File: src/rtl/eclk_slave_pkg.sv
package eclk_slave_pkg;

    // Destination of a host access
    typedef enum logic [0:0] {
        TGT_RAM = 1'b0,
        TGT_REG = 1'b1
    } target_e;

    // Control lines of the host bus, kept together through the synchronizer
    typedef struct packed {
        logic e;
        logic cs_n;
        logic rw;
    } ctrl_bits_t;

    // Idle level: E high and deselected, so no edge is seen on reset exit
    localparam ctrl_bits_t CTRL_IDLE = '{e: 1'b1, cs_n: 1'b1, rw: 1'b1};

endpackage

File: src/rtl/eclk_delay_line.sv
module eclk_delay_line #(
    parameter int              WIDTH   = 1,
    parameter int              STAGES  = 2,
    parameter logic [WIDTH-1:0] RST_VAL = '0
) (
    input  logic             clk,
    input  logic             rst_n,
    input  logic [WIDTH-1:0] d_i,
    output logic [WIDTH-1:0] q_o
);

    typedef logic [WIDTH-1:0] word_t;

    word_t [STAGES-1:0] stg_d, stg_q;

    always_comb begin
        stg_d[0] = d_i;
        for (int i = 1; i < STAGES; i++) begin
            stg_d[i] = stg_q[i-1];
        end
    end

    always_ff @(posedge clk or negedge rst_n) begin
        if (!rst_n) begin
            stg_q <= {STAGES{RST_VAL}};
        end else begin
            stg_q <= stg_d;
        end
    end

    assign q_o = stg_q[STAGES-1];

endmodule

File: src/rtl/eclk_cycle_ctrl.sv
module eclk_cycle_ctrl
    import eclk_slave_pkg::*;
#(
    parameter int ADDR_W      = 11,
    parameter int DATA_W      = 8,
    parameter int REG_DEC_LSB = 5
) (
    input  logic              clk,
    input  logic              rst_n,
    input  ctrl_bits_t        ctl_i,      // synchronized control lines
    input  logic [ADDR_W-1:0] addr_i,     // address aligned with ctl_i
    input  logic [DATA_W-1:0] data_i,     // data aligned with ctl_i
    output logic              rd_stb_o,
    output logic              wr_stb_o,
    output target_e           tgt_o,
    output logic [ADDR_W-1:0] addr_o,
    output logic [DATA_W-1:0] wdata_o,
    output logic              fall_o
);

    localparam int DEC_W = ADDR_W - REG_DEC_LSB;

    typedef struct packed {
        ctrl_bits_t        prev;      // control lines one clock earlier
        logic [ADDR_W-1:0] addr_prev;
        logic [DATA_W-1:0] data_prev;
        logic              served;    // a read was issued in this E period
        logic              rd;
        logic              wr;
        target_e           tgt;
        logic [ADDR_W-1:0] addr;
        logic [DATA_W-1:0] wdata;
    } ctrl_st_t;

    ctrl_st_t st_d, st_q;
    logic     rise, fall, rd_req, wr_req;

    function automatic target_e decode(input logic [ADDR_W-1:0] a);
        return (a[ADDR_W-1:REG_DEC_LSB] == DEC_W'(0)) ? TGT_REG : TGT_RAM;
    endfunction

    always_comb begin
        st_d           = st_q;
        st_d.prev      = ctl_i;
        st_d.addr_prev = addr_i;
        st_d.data_prev = data_i;
        st_d.rd        = 1'b0;
        st_d.wr        = 1'b0;

        rise   = ctl_i.e & ~st_q.prev.e;
        fall   = ~ctl_i.e & st_q.prev.e;
        // reads use the sample that first shows E high
        rd_req = rise & ~ctl_i.cs_n & ctl_i.rw;
        // writes use the last sample that still showed E high
        wr_req = fall & ~st_q.prev.cs_n & ~st_q.prev.rw & ~st_q.served;

        if (rise) begin
            st_d.served = rd_req;
        end
        if (rd_req) begin
            st_d.rd   = 1'b1;
            st_d.addr = addr_i;
            st_d.tgt  = decode(addr_i);
        end
        if (wr_req) begin
            st_d.wr    = 1'b1;
            st_d.addr  = st_q.addr_prev;
            st_d.wdata = st_q.data_prev;
            st_d.tgt   = decode(st_q.addr_prev);
        end
    end

    always_ff @(posedge clk or negedge rst_n) begin
        if (!rst_n) begin
            st_q           <= '0;
            st_q.prev      <= CTRL_IDLE;
            st_q.served    <= 1'b1;
        end else begin
            st_q <= st_d;
        end
    end

    assign rd_stb_o = st_q.rd;
    assign wr_stb_o = st_q.wr;
    assign tgt_o    = st_q.tgt;
    assign addr_o   = st_q.addr;
    assign wdata_o  = st_q.wdata;
    assign fall_o   = fall;

    AST_STROBE_PULSE: assert property (@(posedge clk) disable iff (!rst_n)
        (st_q.rd || st_q.wr) |=> !(st_q.rd || st_q.wr));
    AST_RD_SELECTED: assert property (@(posedge clk) disable iff (!rst_n)
        st_q.rd |-> $past(!ctl_i.cs_n && ctl_i.rw));
    AST_WR_SELECTED: assert property (@(posedge clk) disable iff (!rst_n)
        st_q.wr |-> !st_q.prev.e);
    AST_NO_WR_AFTER_RD: assert property (@(posedge clk) disable iff (!rst_n)
        (st_q.rd && !st_q.prev.e) |-> 1'b0);

endmodule

File: src/rtl/eclk_read_path.sv
module eclk_read_path
    import eclk_slave_pkg::*;
#(
    parameter int DATA_W = 8
) (
    input  logic              clk,
    input  logic              rst_n,
    input  logic              rd_stb_i,
    input  target_e           tgt_i,
    input  logic              fall_i,     // E fall seen this clock
    input  logic              abort_i,    // synchronized chip select is high
    input  logic [DATA_W-1:0] ram_rdata_i,
    input  logic [DATA_W-1:0] reg_rdata_i,
    output logic [DATA_W-1:0] dout_o,
    output logic              oe_o
);

    typedef struct packed {
        logic [DATA_W-1:0] hold;
        logic              hold_vld;
        logic [DATA_W-1:0] dout;
        logic              oe;
    } rd_st_t;

    rd_st_t st_d, st_q;

    always_comb begin
        st_d = st_q;
        if (abort_i || fall_i) begin
            st_d.hold_vld = 1'b0;
            st_d.oe       = 1'b0;
        end else if (rd_stb_i && tgt_i == TGT_RAM) begin
            st_d.dout = ram_rdata_i;
            st_d.oe   = 1'b1;
        end else if (rd_stb_i) begin
            // register bank takes one extra pipeline stage
            st_d.hold     = reg_rdata_i;
            st_d.hold_vld = 1'b1;
        end else if (st_q.hold_vld) begin
            st_d.dout     = st_q.hold;
            st_d.oe       = 1'b1;
            st_d.hold_vld = 1'b0;
        end
    end

    always_ff @(posedge clk or negedge rst_n) begin
        if (!rst_n) begin
            st_q <= '0;
        end else begin
            st_q <= st_d;
        end
    end

    assign dout_o = st_q.dout;
    assign oe_o   = st_q.oe;

    AST_OE_DROP_ON_FALL: assert property (@(posedge clk) disable iff (!rst_n)
        fall_i |=> !st_q.oe);
    AST_ABORT_CLEARS: assert property (@(posedge clk) disable iff (!rst_n)
        abort_i |=> (!st_q.oe && !st_q.hold_vld));
    AST_OE_SOURCE: assert property (@(posedge clk) disable iff (!rst_n)
        $rose(st_q.oe) |-> ($past(rd_stb_i && tgt_i == TGT_RAM) || $past(st_q.hold_vld)));

endmodule

File: src/rtl/eclk_bus_slave.sv
module eclk_bus_slave
    import eclk_slave_pkg::*;
#(
    parameter int ADDR_W      = 11,
    parameter int DATA_W      = 8,
    parameter int REG_DEC_LSB = 5,
    parameter int SYNC_STAGES = 2
) (
    input  logic              clk,
    input  logic              rst_n,
    input  logic              e_clk_i,
    input  logic              cs_n_i,
    input  logic              rw_i,
    input  logic [ADDR_W-1:0] addr_i,
    input  logic [DATA_W-1:0] data_i,
    output logic [DATA_W-1:0] data_o,
    output logic              data_oe_o,
    output logic              ram_rd_o,
    output logic              ram_wr_o,
    output logic              reg_rd_o,
    output logic              reg_wr_o,
    output logic [ADDR_W-1:0] mem_addr_o,
    output logic [DATA_W-1:0] mem_wdata_o,
    input  logic [DATA_W-1:0] ram_rdata_i,
    input  logic [DATA_W-1:0] reg_rdata_i
);

    localparam int BUS_W  = ADDR_W + DATA_W;
    localparam int CTRL_W = $bits(ctrl_bits_t);

    ctrl_bits_t        ctl_raw, ctl_sync;
    logic [BUS_W-1:0]  bus_sync;
    logic              rd_stb, wr_stb, fall;
    target_e           tgt;

    assign ctl_raw = '{e: e_clk_i, cs_n: cs_n_i, rw: rw_i};

    eclk_delay_line #(
        .WIDTH  (CTRL_W),
        .STAGES (SYNC_STAGES),
        .RST_VAL(CTRL_IDLE)
    ) i_ctrl_sync (
        .clk  (clk),
        .rst_n(rst_n),
        .d_i  (ctl_raw),
        .q_o  (ctl_sync)
    );

    // bus lines are delayed alongside E so that samples stay aligned
    eclk_delay_line #(
        .WIDTH  (BUS_W),
        .STAGES (SYNC_STAGES),
        .RST_VAL('0)
    ) i_bus_align (
        .clk  (clk),
        .rst_n(rst_n),
        .d_i  ({addr_i, data_i}),
        .q_o  (bus_sync)
    );

    eclk_cycle_ctrl #(
        .ADDR_W     (ADDR_W),
        .DATA_W     (DATA_W),
        .REG_DEC_LSB(REG_DEC_LSB)
    ) i_ctrl (
        .clk     (clk),
        .rst_n   (rst_n),
        .ctl_i   (ctl_sync),
        .addr_i  (bus_sync[BUS_W-1:DATA_W]),
        .data_i  (bus_sync[DATA_W-1:0]),
        .rd_stb_o(rd_stb),
        .wr_stb_o(wr_stb),
        .tgt_o   (tgt),
        .addr_o  (mem_addr_o),
        .wdata_o (mem_wdata_o),
        .fall_o  (fall)
    );

    eclk_read_path #(
        .DATA_W(DATA_W)
    ) i_rdpath (
        .clk        (clk),
        .rst_n      (rst_n),
        .rd_stb_i   (rd_stb),
        .tgt_i      (tgt),
        .fall_i     (fall),
        .abort_i    (ctl_sync.cs_n),
        .ram_rdata_i(ram_rdata_i),
        .reg_rdata_i(reg_rdata_i),
        .dout_o     (data_o),
        .oe_o       (data_oe_o)
    );

    assign ram_rd_o = rd_stb & (tgt == TGT_RAM);
    assign reg_rd_o = rd_stb & (tgt == TGT_REG);
    assign ram_wr_o = wr_stb & (tgt == TGT_RAM);
    assign reg_wr_o = wr_stb & (tgt == TGT_REG);

    AST_ONE_TARGET: assert property (@(posedge clk) disable iff (!rst_n)
        $onehot0({ram_rd_o, reg_rd_o, ram_wr_o, reg_wr_o}));
    AST_OE_NOT_WITH_WR: assert property (@(posedge clk) disable iff (!rst_n)
        (ram_wr_o || reg_wr_o) |-> !data_oe_o);

endmodule

File: config.mk
export PLATFORM = sky130hd
export DESIGN_NAME = eclk_bus_slave
export DESIGN_NICKNAME = d
export VERILOG_FILES = /design/src/rtl/eclk_slave_pkg.sv /design/src/rtl/eclk_delay_line.sv /design/src/rtl/eclk_cycle_ctrl.sv /design/src/rtl/eclk_read_path.sv /design/src/rtl/eclk_bus_slave.sv
export SDC_FILE = /design/constraint.sdc
export NUM_CORES = 1
export LEC_CHECK = 0
export BUFFER_PORTS_ARGS = -buffer_cell sky130_fd_sc_hd__buf_2
export CAP_MARGIN = 25
export CELL_PAD_IN_SITES_DETAIL_PLACEMENT = 1
export CELL_PAD_IN_SITES_GLOBAL_PLACEMENT = 1
export CORE_MARGIN = 5
export CORE_UTILIZATION = 45
export DETAILED_ROUTE_END_ITERATION = 16
export HOLD_SLACK_MARGIN = 0.05
export PLACE_DENSITY_LB_ADDON = 0.1
export SYNTH_ARGS = -nofsm -noshare
export SYNTH_HDL_FRONTEND = slang
export SYNTH_SLANG_ARGS = --single-unit
File: constraint.sdc
create_clock -name clk -period 2.2 [get_ports clk]
set_input_delay 0.22 -clock clk [delete_from_list [all_inputs] [get_ports clk]]
set_output_delay 0.22 -clock clk [all_outputs]
set_load 0.05 [all_outputs]
# Word level (Yosys, flattened, before mapping)
# Index checks and enable logic that the tools add are counted.
dict set report word_totals {
  input_bits 40
  output_inout_bits 32
  reg_bits 107
  word_cells 64
}
dict set report classes {
  n_mux 12
  n_bitwise 20
  eq_ne 3
  n_reduce_logical 10
}
# operator count
set ops {}
lappend ops {{two-way mux 9 bit} 3}
lappend ops {{two-way mux 21 bit} 1}
lappend ops {{logical NOT 6 bit} 2}
lappend ops {{two-way mux 12 bit} 1}
lappend ops {{bitwise AND 1 bit} 11}
lappend ops {{NOT 1 bit} 9}
lappend ops {{two-way mux 1 bit} 7}
lappend ops {{AND reduction 3 bit} 2}
lappend ops {{inequality test 2 x 1 -> 1 bit, second input constant} 2}
lappend ops {{nonzero test 2 bit} 2}
lappend ops {{inequality test 3 x 1 -> 1 bit, second input constant} 1}
lappend ops {{nonzero test 3 bit} 1}
lappend ops {{AND reduction 2 bit} 1}
lappend ops {{logical AND 1 bit} 1}
lappend ops {{logical OR 1 bit} 1}

# Depth between registers and ports, before layout
# Gate-level depths: netlist of the first run.
dict set report depth {
  word_depth 6
  depth_mapped 5
  depth_no_buf 4
}

# By module
# Synthesis of the first run repeated with hierarchy kept, for this count alone.
dict set report unflattened {
  hier_cells 223
  hier_area_um2 3773.6
}
# mod area_each_um2 seq_area_each_um2 cells_each n_inst
set by_module_without_submodules {}
lappend by_module_without_submodules {eclk_cycle_ctrl 1744.2 1131.1 115 1}
lappend by_module_without_submodules {{eclk_delay_line (i_bus_align)} 950.9 950.9 38 1}
lappend by_module_without_submodules {eclk_read_path 895.9 450.4 60 1}
lappend by_module_without_submodules {{eclk_delay_line (i_ctrl_sync)} 157.7 157.7 6 1}
lappend by_module_without_submodules {eclk_bus_slave 25.0 0.0 4 1}

# Worst setup path after synthesis of the first run
# Ideal clock, no wire load.
dict set report synth_timing {
  path_kind {reg2reg}
  start {register i_ctrl.st_q, in the netlist i_ctrl.tgt_o}
  end {register i_rdpath.st_q[10] (netlist bit)}
  path_slack_ns 0.462
  required_ns 2.075
  path_buffers 0
  path_stages_with_launch 4
  arrival_time_ns 1.614
  synth_period_minus_slack_ns 1.738
  setup_time_ns 0.125
  cell_sequence {dfrtp_1 > and2_1 > nor3b_4 > mux2_2}
}
dict set report synth_between {
  elab_chain_len 4
}
# item line_no
set synth_lines {}
lappend synth_lines {{from (decl)} eclk_cycle_ctrl.sv:35} ;# ctrl_st_t st_d, st_q;
lappend synth_lines {{from (signal assigned)} eclk_cycle_ctrl.sv:79} ;# st_q <= st_d;
lappend synth_lines {{NOT 1 bit} eclk_read_path.sv:32} ;# end else if (rd_stb_i && tgt_i == TGT_RAM) begin
lappend synth_lines {{logical AND 1 bit} eclk_read_path.sv:32}
lappend synth_lines {{NOT 1 bit (no line)} n/a}
lappend synth_lines {{AND reduction 3 bit (no line)} n/a}
lappend synth_lines {{to (signal assigned)} eclk_read_path.sv:50} ;# st_q <= st_d;
lappend synth_lines {{to (decl)} eclk_read_path.sv:25} ;# rd_st_t st_d, st_q;
# No other way between the ends.
# A chain may end at the register's enable or synchronous reset.

# Worst setup path in the final report of the first run
dict set report layout_timing {
  start {register i_ctrl.st_q[44] (netlist bit)}
  end {register i_ctrl.st_q, in the netlist i_ctrl.addr_o[6]}
}
dict set report layout_between {
  elab_chain_len 5
  word_cells_on_any_way 10
  cone_classes {1 x mux; 8 x bitwise; 1 x reduce/logical}
}
# item line_no
set layout_lines {}
lappend layout_lines {{bitwise AND 1 bit or NOT 1 bit (tied branches)} {eclk_cycle_ctrl.sv:51, eclk_cycle_ctrl.sv:50}}
lappend layout_lines {{bitwise AND 1 bit, on equally long branches} {eclk_cycle_ctrl.sv:55, eclk_cycle_ctrl.sv:50}}
lappend layout_lines {{bitwise AND 1 bit, on equally long branches (2 in a row)} {eclk_cycle_ctrl.sv:55, eclk_cycle_ctrl.sv:53}}
lappend layout_lines {{two-way mux 21 bit or nonzero test 2 bit (tied branches)} n/a}
# Several ways; a longest one is shown, not always the timed one.

==> out/qor.yml, run 1 <==
yosys_register_bits: 107
clk-insertion-delay-late_ns: 0.35
period_share_pct: 83.0
worstSetupStartpointType: "flop"
max-cap-violations: 0
synthToLayoutAreaGrowth_pct: 19.7
ys_seq_area_share_pct: 73.0
number_of_h_tree_levels: 3
number_of_global_route_vias_before_repair: 2090
clkSlewWorstSetupHoldPaths_ns: 0.09
total_routing_resource_utilization_after_global_routing_pct: 13.5
antenna_violating_nets_post_route: 0
synth_warnings: 0
setup_viol: 0
cts_root_buffer: "clkbuf_8"
finish.instance_area_mm2: 0.00441
design.final.nets: 339
cts_num_sinks: 107
portBuffers: 71
p_int_mw: 2.91
core-area_mm2: 0.00809
rsz0062_at_grt: "no"
worstMarginPinSlew_ns: 0.534
start_util_pct: 45.6
via_count: 1907
setup-tns-final_ns: 0
p_switching_mw: 1.27
fmaxAchievable_mhz: 548
average_cell_area_after_synthesis_um2: 16.7
power.switching_fraction_pct: 30.4
netlist-cell-type-count: 31
route.detailed.wl_per_inst_um: 15.1
combPwrFrac_pct: 18.7
path_delay_family: "simple AND/OR/NAND/NOR gates"
share_seq_of_total_power_pct: 54.2
detail_route.vias_per_cell: 4.66
required_ns: 2.44
outcome: "complete, no violations"
dp_hpwl_mm: 4.18
cp_max_fo: 14
synthesis.nets: 261
layout.core_utilization_pct: 54.5
fin_hold_ws_ns: 0.101
end_kind: "flop"
worst_ir_drop_vdd_uv: 507
ios: 72
cts_tree: "yes"
min_path_type: "input port to flop"
placement_rows: 33
timing.critical_path.cells: "nor4b_2 -> and2_2 -> mux2_2"
period_minus_slack_ns: 1.83
drt_iter0_markers: 40
drive_above_1_share_pct: 46.7
antenna_cells_inserted: 0
placedInstanceArea_mm2: 0.00399
critPathSlowestCell: "dfstp_2"
timing.critical_path.buf_inv: 0
tightest_slew_margin_relative_to_the_limit_pct: 64.3
number_of_clock_buffers_inserted_by_tritoncts: 9
power_per_cell_area_mw_per_mm2: 948
power.clock.fraction_pct: 27.1
first_pass_iters: 3
die-height_um: 101
antenna_found_initial: 0
hold_violation_count_in_the_final_report: 0
synthCells: 221
clock_path_buffers: 2
critPathKind: "flop to flop"
count_of_final_max_slew_check_failures: 0
mappedNetlistArea_mm2: 0.00369
largest_incremental_delay_on_the_critical_path_ns: 0.56
grt-ovfl-total: 0
drc_errors: 0
globalplace.congestion: 0.693
die_area_mm2: 0.0101
grt_pass1_wl_mm: 10.5
cts_hold_buf: 23
pin_count_of_the_biggest_net_entering_global_routing: 53
power.static_leakage_nw: 2.12
power_mw: 4.19
chipWidth_um: 101
post-cts-setup-buffer-count: 0
cts_repair_resized_insts: 0
crit_arrival_ns: 2.07
finalClockSkew_ns: 0.0140
routed_wirelength_mm: 6.17
[placed cells by master (no fill, tap or decap), types with 2 or more instances in the layout]
master / netlist / final
a21o_1: 2 / 2
a221o_1: 10 / 10
and2_0: 6 / 6
and2_1: 6 / 6
buf_2: 1 / 70
buf_4: 28 / 4
clkbuf_8: 0 / 11
clkinv_4: 0 / 3
dfrtp_1: 97 / 97
dfstp_2: 10 / 10
dlygate4sd3_1: 0 / 23
inv_1: 2 / 2
mux2_1: 2 / 2
mux2_2: 32 / 32
nand2b_1: 2 / 2
nor2_1: 3 / 3
nor4_1: 2 / 2
[cell usage after synthesis (all sizes together)]
library cell	number	area, µm²
mux2	34	383
nor3	1	5.00
nor4	2	12.5
a22oi	1	7.51
a221o	10	100
nor4bb	1	10.0
nor4b	1	15.0
nand2	1	3.75
a211oi	1	20.0
a21o	2	15.0
a2bb2oi	1	8.76
a21oi	1	8.76
and2	13	82.6
nor2	3	11.3
inv	3	11.3
nor2b	2	15.0
dfrtp	97	2430
nand2b	3	21.3
nand3	1	5.00
dfstp	10	263
o21ai	1	5.00
nor3b	1	18.8
buf	31	238
[kinds of logic (layout without fill, tap and decap cells)]
logic type             Yosys count  count (layout)  share of synthesized area (%)
AO/OA/AOI/OAI                   17              17                           4.48
AND/OR/NAND/NOR                 29              29                           5.43
multiplexers                    34              34                           10.4
buffers and inverters           34             117                           6.75
flip-flops                     107             107                           73.0
[final timing paths]
path | startpoint | end | slack [ns] | cells after the start
max reg2reg | i_ctrl.st_q[44] | i_ctrl.addr_o[6] | 0.37 | 3
max | i_ctrl.st_q[44] | i_ctrl.addr_o[6] | 0.37 | 3
min | reg_rdata_i[6] | i_rdpath.st_q[16] | 0.10 | 2
min reg2reg | i_bus_align.q_o[2] | i_ctrl.st_q[25] | 0.35 | 0
max in group asynchronous | rst_n | i_rdpath.st_q[12] | 1.20 | 3
min in group asynchronous | rst_n | i_bus_align.stg_d[25] | 0.36 | 2
[per-layer routing]
layer	up-vias	share of wire, %	track usage [%]	wire length, µm
met5	-	0	0	0
met4	0	1.1	3.42	65
met3	8	6.5	4.91	402
met1	963	42	16.9	2600
li1	879	-	-	-
met2	57	50	22.5	3100
[power groups by stage]
stage	Combinational, mW	Sequential [mW]	Clock, mW
floorplan	0.698	2.27	0
detailed placement	0.767	2.31	0
global placement	0.751	2.30	0
CTS	0.796	2.27	1.19
global route	0.831	2.30	1.28
finish	0.783	2.27	1.13
[metrics by stage]
stage / setup slack (ns) / instances
floorplan: 0.462 / 221
global placement: 0.428 / 370
detailed placement: 0.347 / 370
CTS: 0.341 / 409
global route: 0.288 / 409
finish: 0.375 / 409
[layout make-up]
class	count	area (µm²)
sequential	107	2690
tap	105	131
fill	813	3680
timing repair buffer	98	631
multi-input combinational	80	754
clock buffer	11	151
clock inverter	5	45.0
inverter	3	11.3
[flip-flops by register name, summed over array words and instances (netlist names)]
register / flops
i_bus_align.stg_d: 19
i_ctrl.st_q: 23
i_ctrl.wdata_o: 8
i_bus_align.q_o: 19
i_rdpath.st_q: 9
i_ctrl_sync.stg_d: 3
i_ctrl_sync.q_o: 3
i_ctrl.tgt_o: 1
i_rdpath.oe_o: 1
i_rdpath.dout_o: 8
i_ctrl.rd_stb_o: 1
i_ctrl.addr_o: 11
i_ctrl.wr_stb_o: 1
Power figures use the tool's default switching activity.
==> inputs of run 2 (changes only) <==
clock period = 1.8 ns   (was 2.2 ns; I/O delays follow)
==> out/qor.yml, run 2 (same netlist as run 1, synthesis figures left out) <==
period_share_pct: 93.9  # was 83.0%
placement_rows: 33  # unchanged
crit_arrival_ns: 1.92  # was 2.07 ns
grt-ovfl-total: 0  # unchanged
globalplace.congestion: 0.727  # was 0.693
die-height_um: 101  # unchanged
regMostFlops: "i_ctrl.st_q"  # unchanged
end_kind: "flop"  # unchanged
total_routing_resource_utilization_after_global_routing_pct: 13.7  # was 13.5%
final_cell_mix: "dfrtp_1 (97), buf_2 (70), mux2_2 (32)"  # unchanged
clk-insertion-delay-late_ns: 0.35  # about the same
number_of_clock_buffers_inserted_by_tritoncts: 9  # unchanged
number_of_global_route_vias_before_repair: 2208  # was 2090
critPathKind: "flop to flop"  # unchanged
cts_root_buffer: "clkbuf_8"  # unchanged
number_of_h_tree_levels: 3  # unchanged
timing.critical_path.cells: "nor4b_2 -> and2_2 -> buf_4 -> mux2_2"  # was nor4b_2 -> and2_2 -> mux2_2
period_minus_slack_ns: 1.69  # was 1.83 ns
die_area_mm2: 0.0101  # unchanged
grt_pass1_wl_mm: 10.7  # was 10.5 mm
pin_count_of_the_biggest_net_entering_global_routing: 52  # was 53
final.fill_count: 797  # was 813
via_count: 1952  # was 1907
clkSlewWorstSetupHoldPaths_ns: 0.09  # about the same
largest_register_ffs: 23  # unchanged
most_common_cell_after_layout_fill_and_taps_aside: "dfrtp_1"  # unchanged
postLayoutSetupSlackWorst_ns: 0.110  # was 0.375 ns
detail_route.vias_per_cell: 4.66  # about the same
worstMarginPinSlew_ns: 0.307  # was 0.534 ns
max-cap-violations: 0  # unchanged
start_util_pct: 45.6  # unchanged
cts_num_sinks: 107  # unchanged
setup_viol: 0  # unchanged
setup-tns-final_ns: 0  # unchanged
ios: 72  # unchanged
largest_incremental_delay_on_the_critical_path_ns: 0.56  # about the same
first_pass_iters: 4  # was 3
dp_hpwl_mm: 4.48  # was 4.18 mm
outcome: "complete, no violations"  # unchanged
synthToLayoutAreaGrowth_pct: 22.3  # was 19.7%
critPathSlowestCell: "dfstp_2"  # unchanged
routed_wirelength_mm: 6.24  # was 6.17 mm
fmaxAchievable_mhz: 592  # was 548 MHz
portBuffers: 71  # unchanged
core-area_mm2: 0.00809  # unchanged
min_path_type: "input port to flop"  # unchanged
required_ns: 2.03  # was 2.44 ns
dp_worst_setup_slack_ns: 0.118  # was 0.347 ns
tightest_slew_margin_relative_to_the_limit_pct: 79.5  # was 64.3%
multi_input_comb_area_um2: 754  # unchanged
power_mw: 5.26  # was 4.19 mW
cts_tree: "yes"  # unchanged
route.detailed.wl_per_inst_um: 14.9  # was 15.1 µm
power.static_leakage_nw: 2.18  # was 2.12 nW
hold_violation_count_in_the_final_report: 0  # unchanged
worstSetupStartpointType: "flop"  # unchanged
antenna_found_initial: 0  # unchanged
post-cts-setup-buffer-count: 0  # unchanged
drt_iter0_markers: 31  # was 40
antenna_violating_nets_post_route: 0  # unchanged
count_of_final_max_slew_check_failures: 0  # unchanged
antenna_cells_inserted: 0  # unchanged
rsz0062_at_grt: "no"  # unchanged
chipWidth_um: 101  # unchanged
power_per_cell_area_mw_per_mm2: 1170  # was 948 mW/mm²
drive_above_1_share_pct: 47.1  # was 46.7%
design.final.nets: 349  # was 339
cp_max_fo: 14  # unchanged
worst_ir_drop_vdd_uv: 574  # was 507 µV
clock_path_buffers: 2  # unchanged
drc_errors: 0  # unchanged
register_area_mm2: 0.00269  # unchanged
finalClockSkew_ns: 0.0143  # was 0.0140 ns
[run 2: cell count changes in the layout (fill, tap and decap cells not counted), moves of 2 or more]
cell           before  now
buf_4               4   12
clkinv_4            3    0
bufinv_16           0    2
clkbuf_1            0    2
clkbuf_8           11    9
clkinv_2            0    2
dlygate4sd3_1      23   25
[run 2: power by group]
part | switching [mW] | internal (mW) | leakage (nW)
clock network | 0.729 | 0.786 | 0.108
logic | 0.649 | 0.328 | 0.781
registers | 0.118 | 2.65 | 1.29
total | 1.50 | 3.76 | 2.18
[run 2: path summary, 6_finish.rpt]
path	slack, ns	startpoint	end	depth (start not counted)
setup / recovery	0.11	i_ctrl.st_q[44]	i_ctrl.addr_o[6]	4
max in group asynchronous	0.94	rst_n	i_ctrl_sync.stg_d[5]	3
hold / removal	0.07	reg_rdata_i[6]	i_rdpath.st_q[16]	2
setup reg to reg	0.11	i_ctrl.st_q[44]	i_ctrl.addr_o[6]	4
min in group asynchronous	0.25	rst_n	i_bus_align.stg_d[25]	2
hold reg to reg	0.35	i_bus_align.stg_d[20]	i_bus_align.q_o[1]	0
[run 2: cell type report]
class | count | area share, %
multi-input combinational | 80 | 16.7
tap | 105 | 2.91
sequential | 107 | 59.7
clock inverter | 5 | 1.75
inverter | 3 | 0.250
timing repair buffer | 108 | 15.8
clock buffer | 11 | 2.91
[run 2: worst max-delay path, delay by kind of cell, from the launching register on]
family        cells  cell delay, ns
mux               1            0.35
flops             1            0.56
simple gates      2            0.46
buf+inv           1            0.21
[run 2: per-stage QoR]
stage | util [%] | cells | hold WS (ns) | area (µm²)
finish | 55.7 | 419 | 0.0744 | 4510
global route | 55.7 | 419 | 0.0577 | 4510
CTS | 55.7 | 419 | 0.0570 | 4510
detailed placement | 50.0 | 378 | 0.0919 | 4050
global placement | 50.0 | 378 | 0.0907 | 4050
floorplan | - | 221 | -0.116 | 3690
[run 2: repair_timing]
item,in CTS,in global routing
resized for setup,0,0
setup endpoints to repair,0,0
hold buffers,25,0
hold endpoints to repair,69,0
[run 2: per-layer routing]
metal	global-route usage, %	wire length, µm	vias to the layer above	part of all wire [%]
li1	-	-	896	-
met1	16.6	2490	993	40
met2	23.3	3260	53	52
met3	3.32	394	10	6.3
met4	6.22	90	0	1.4
met5	0	0	-	0
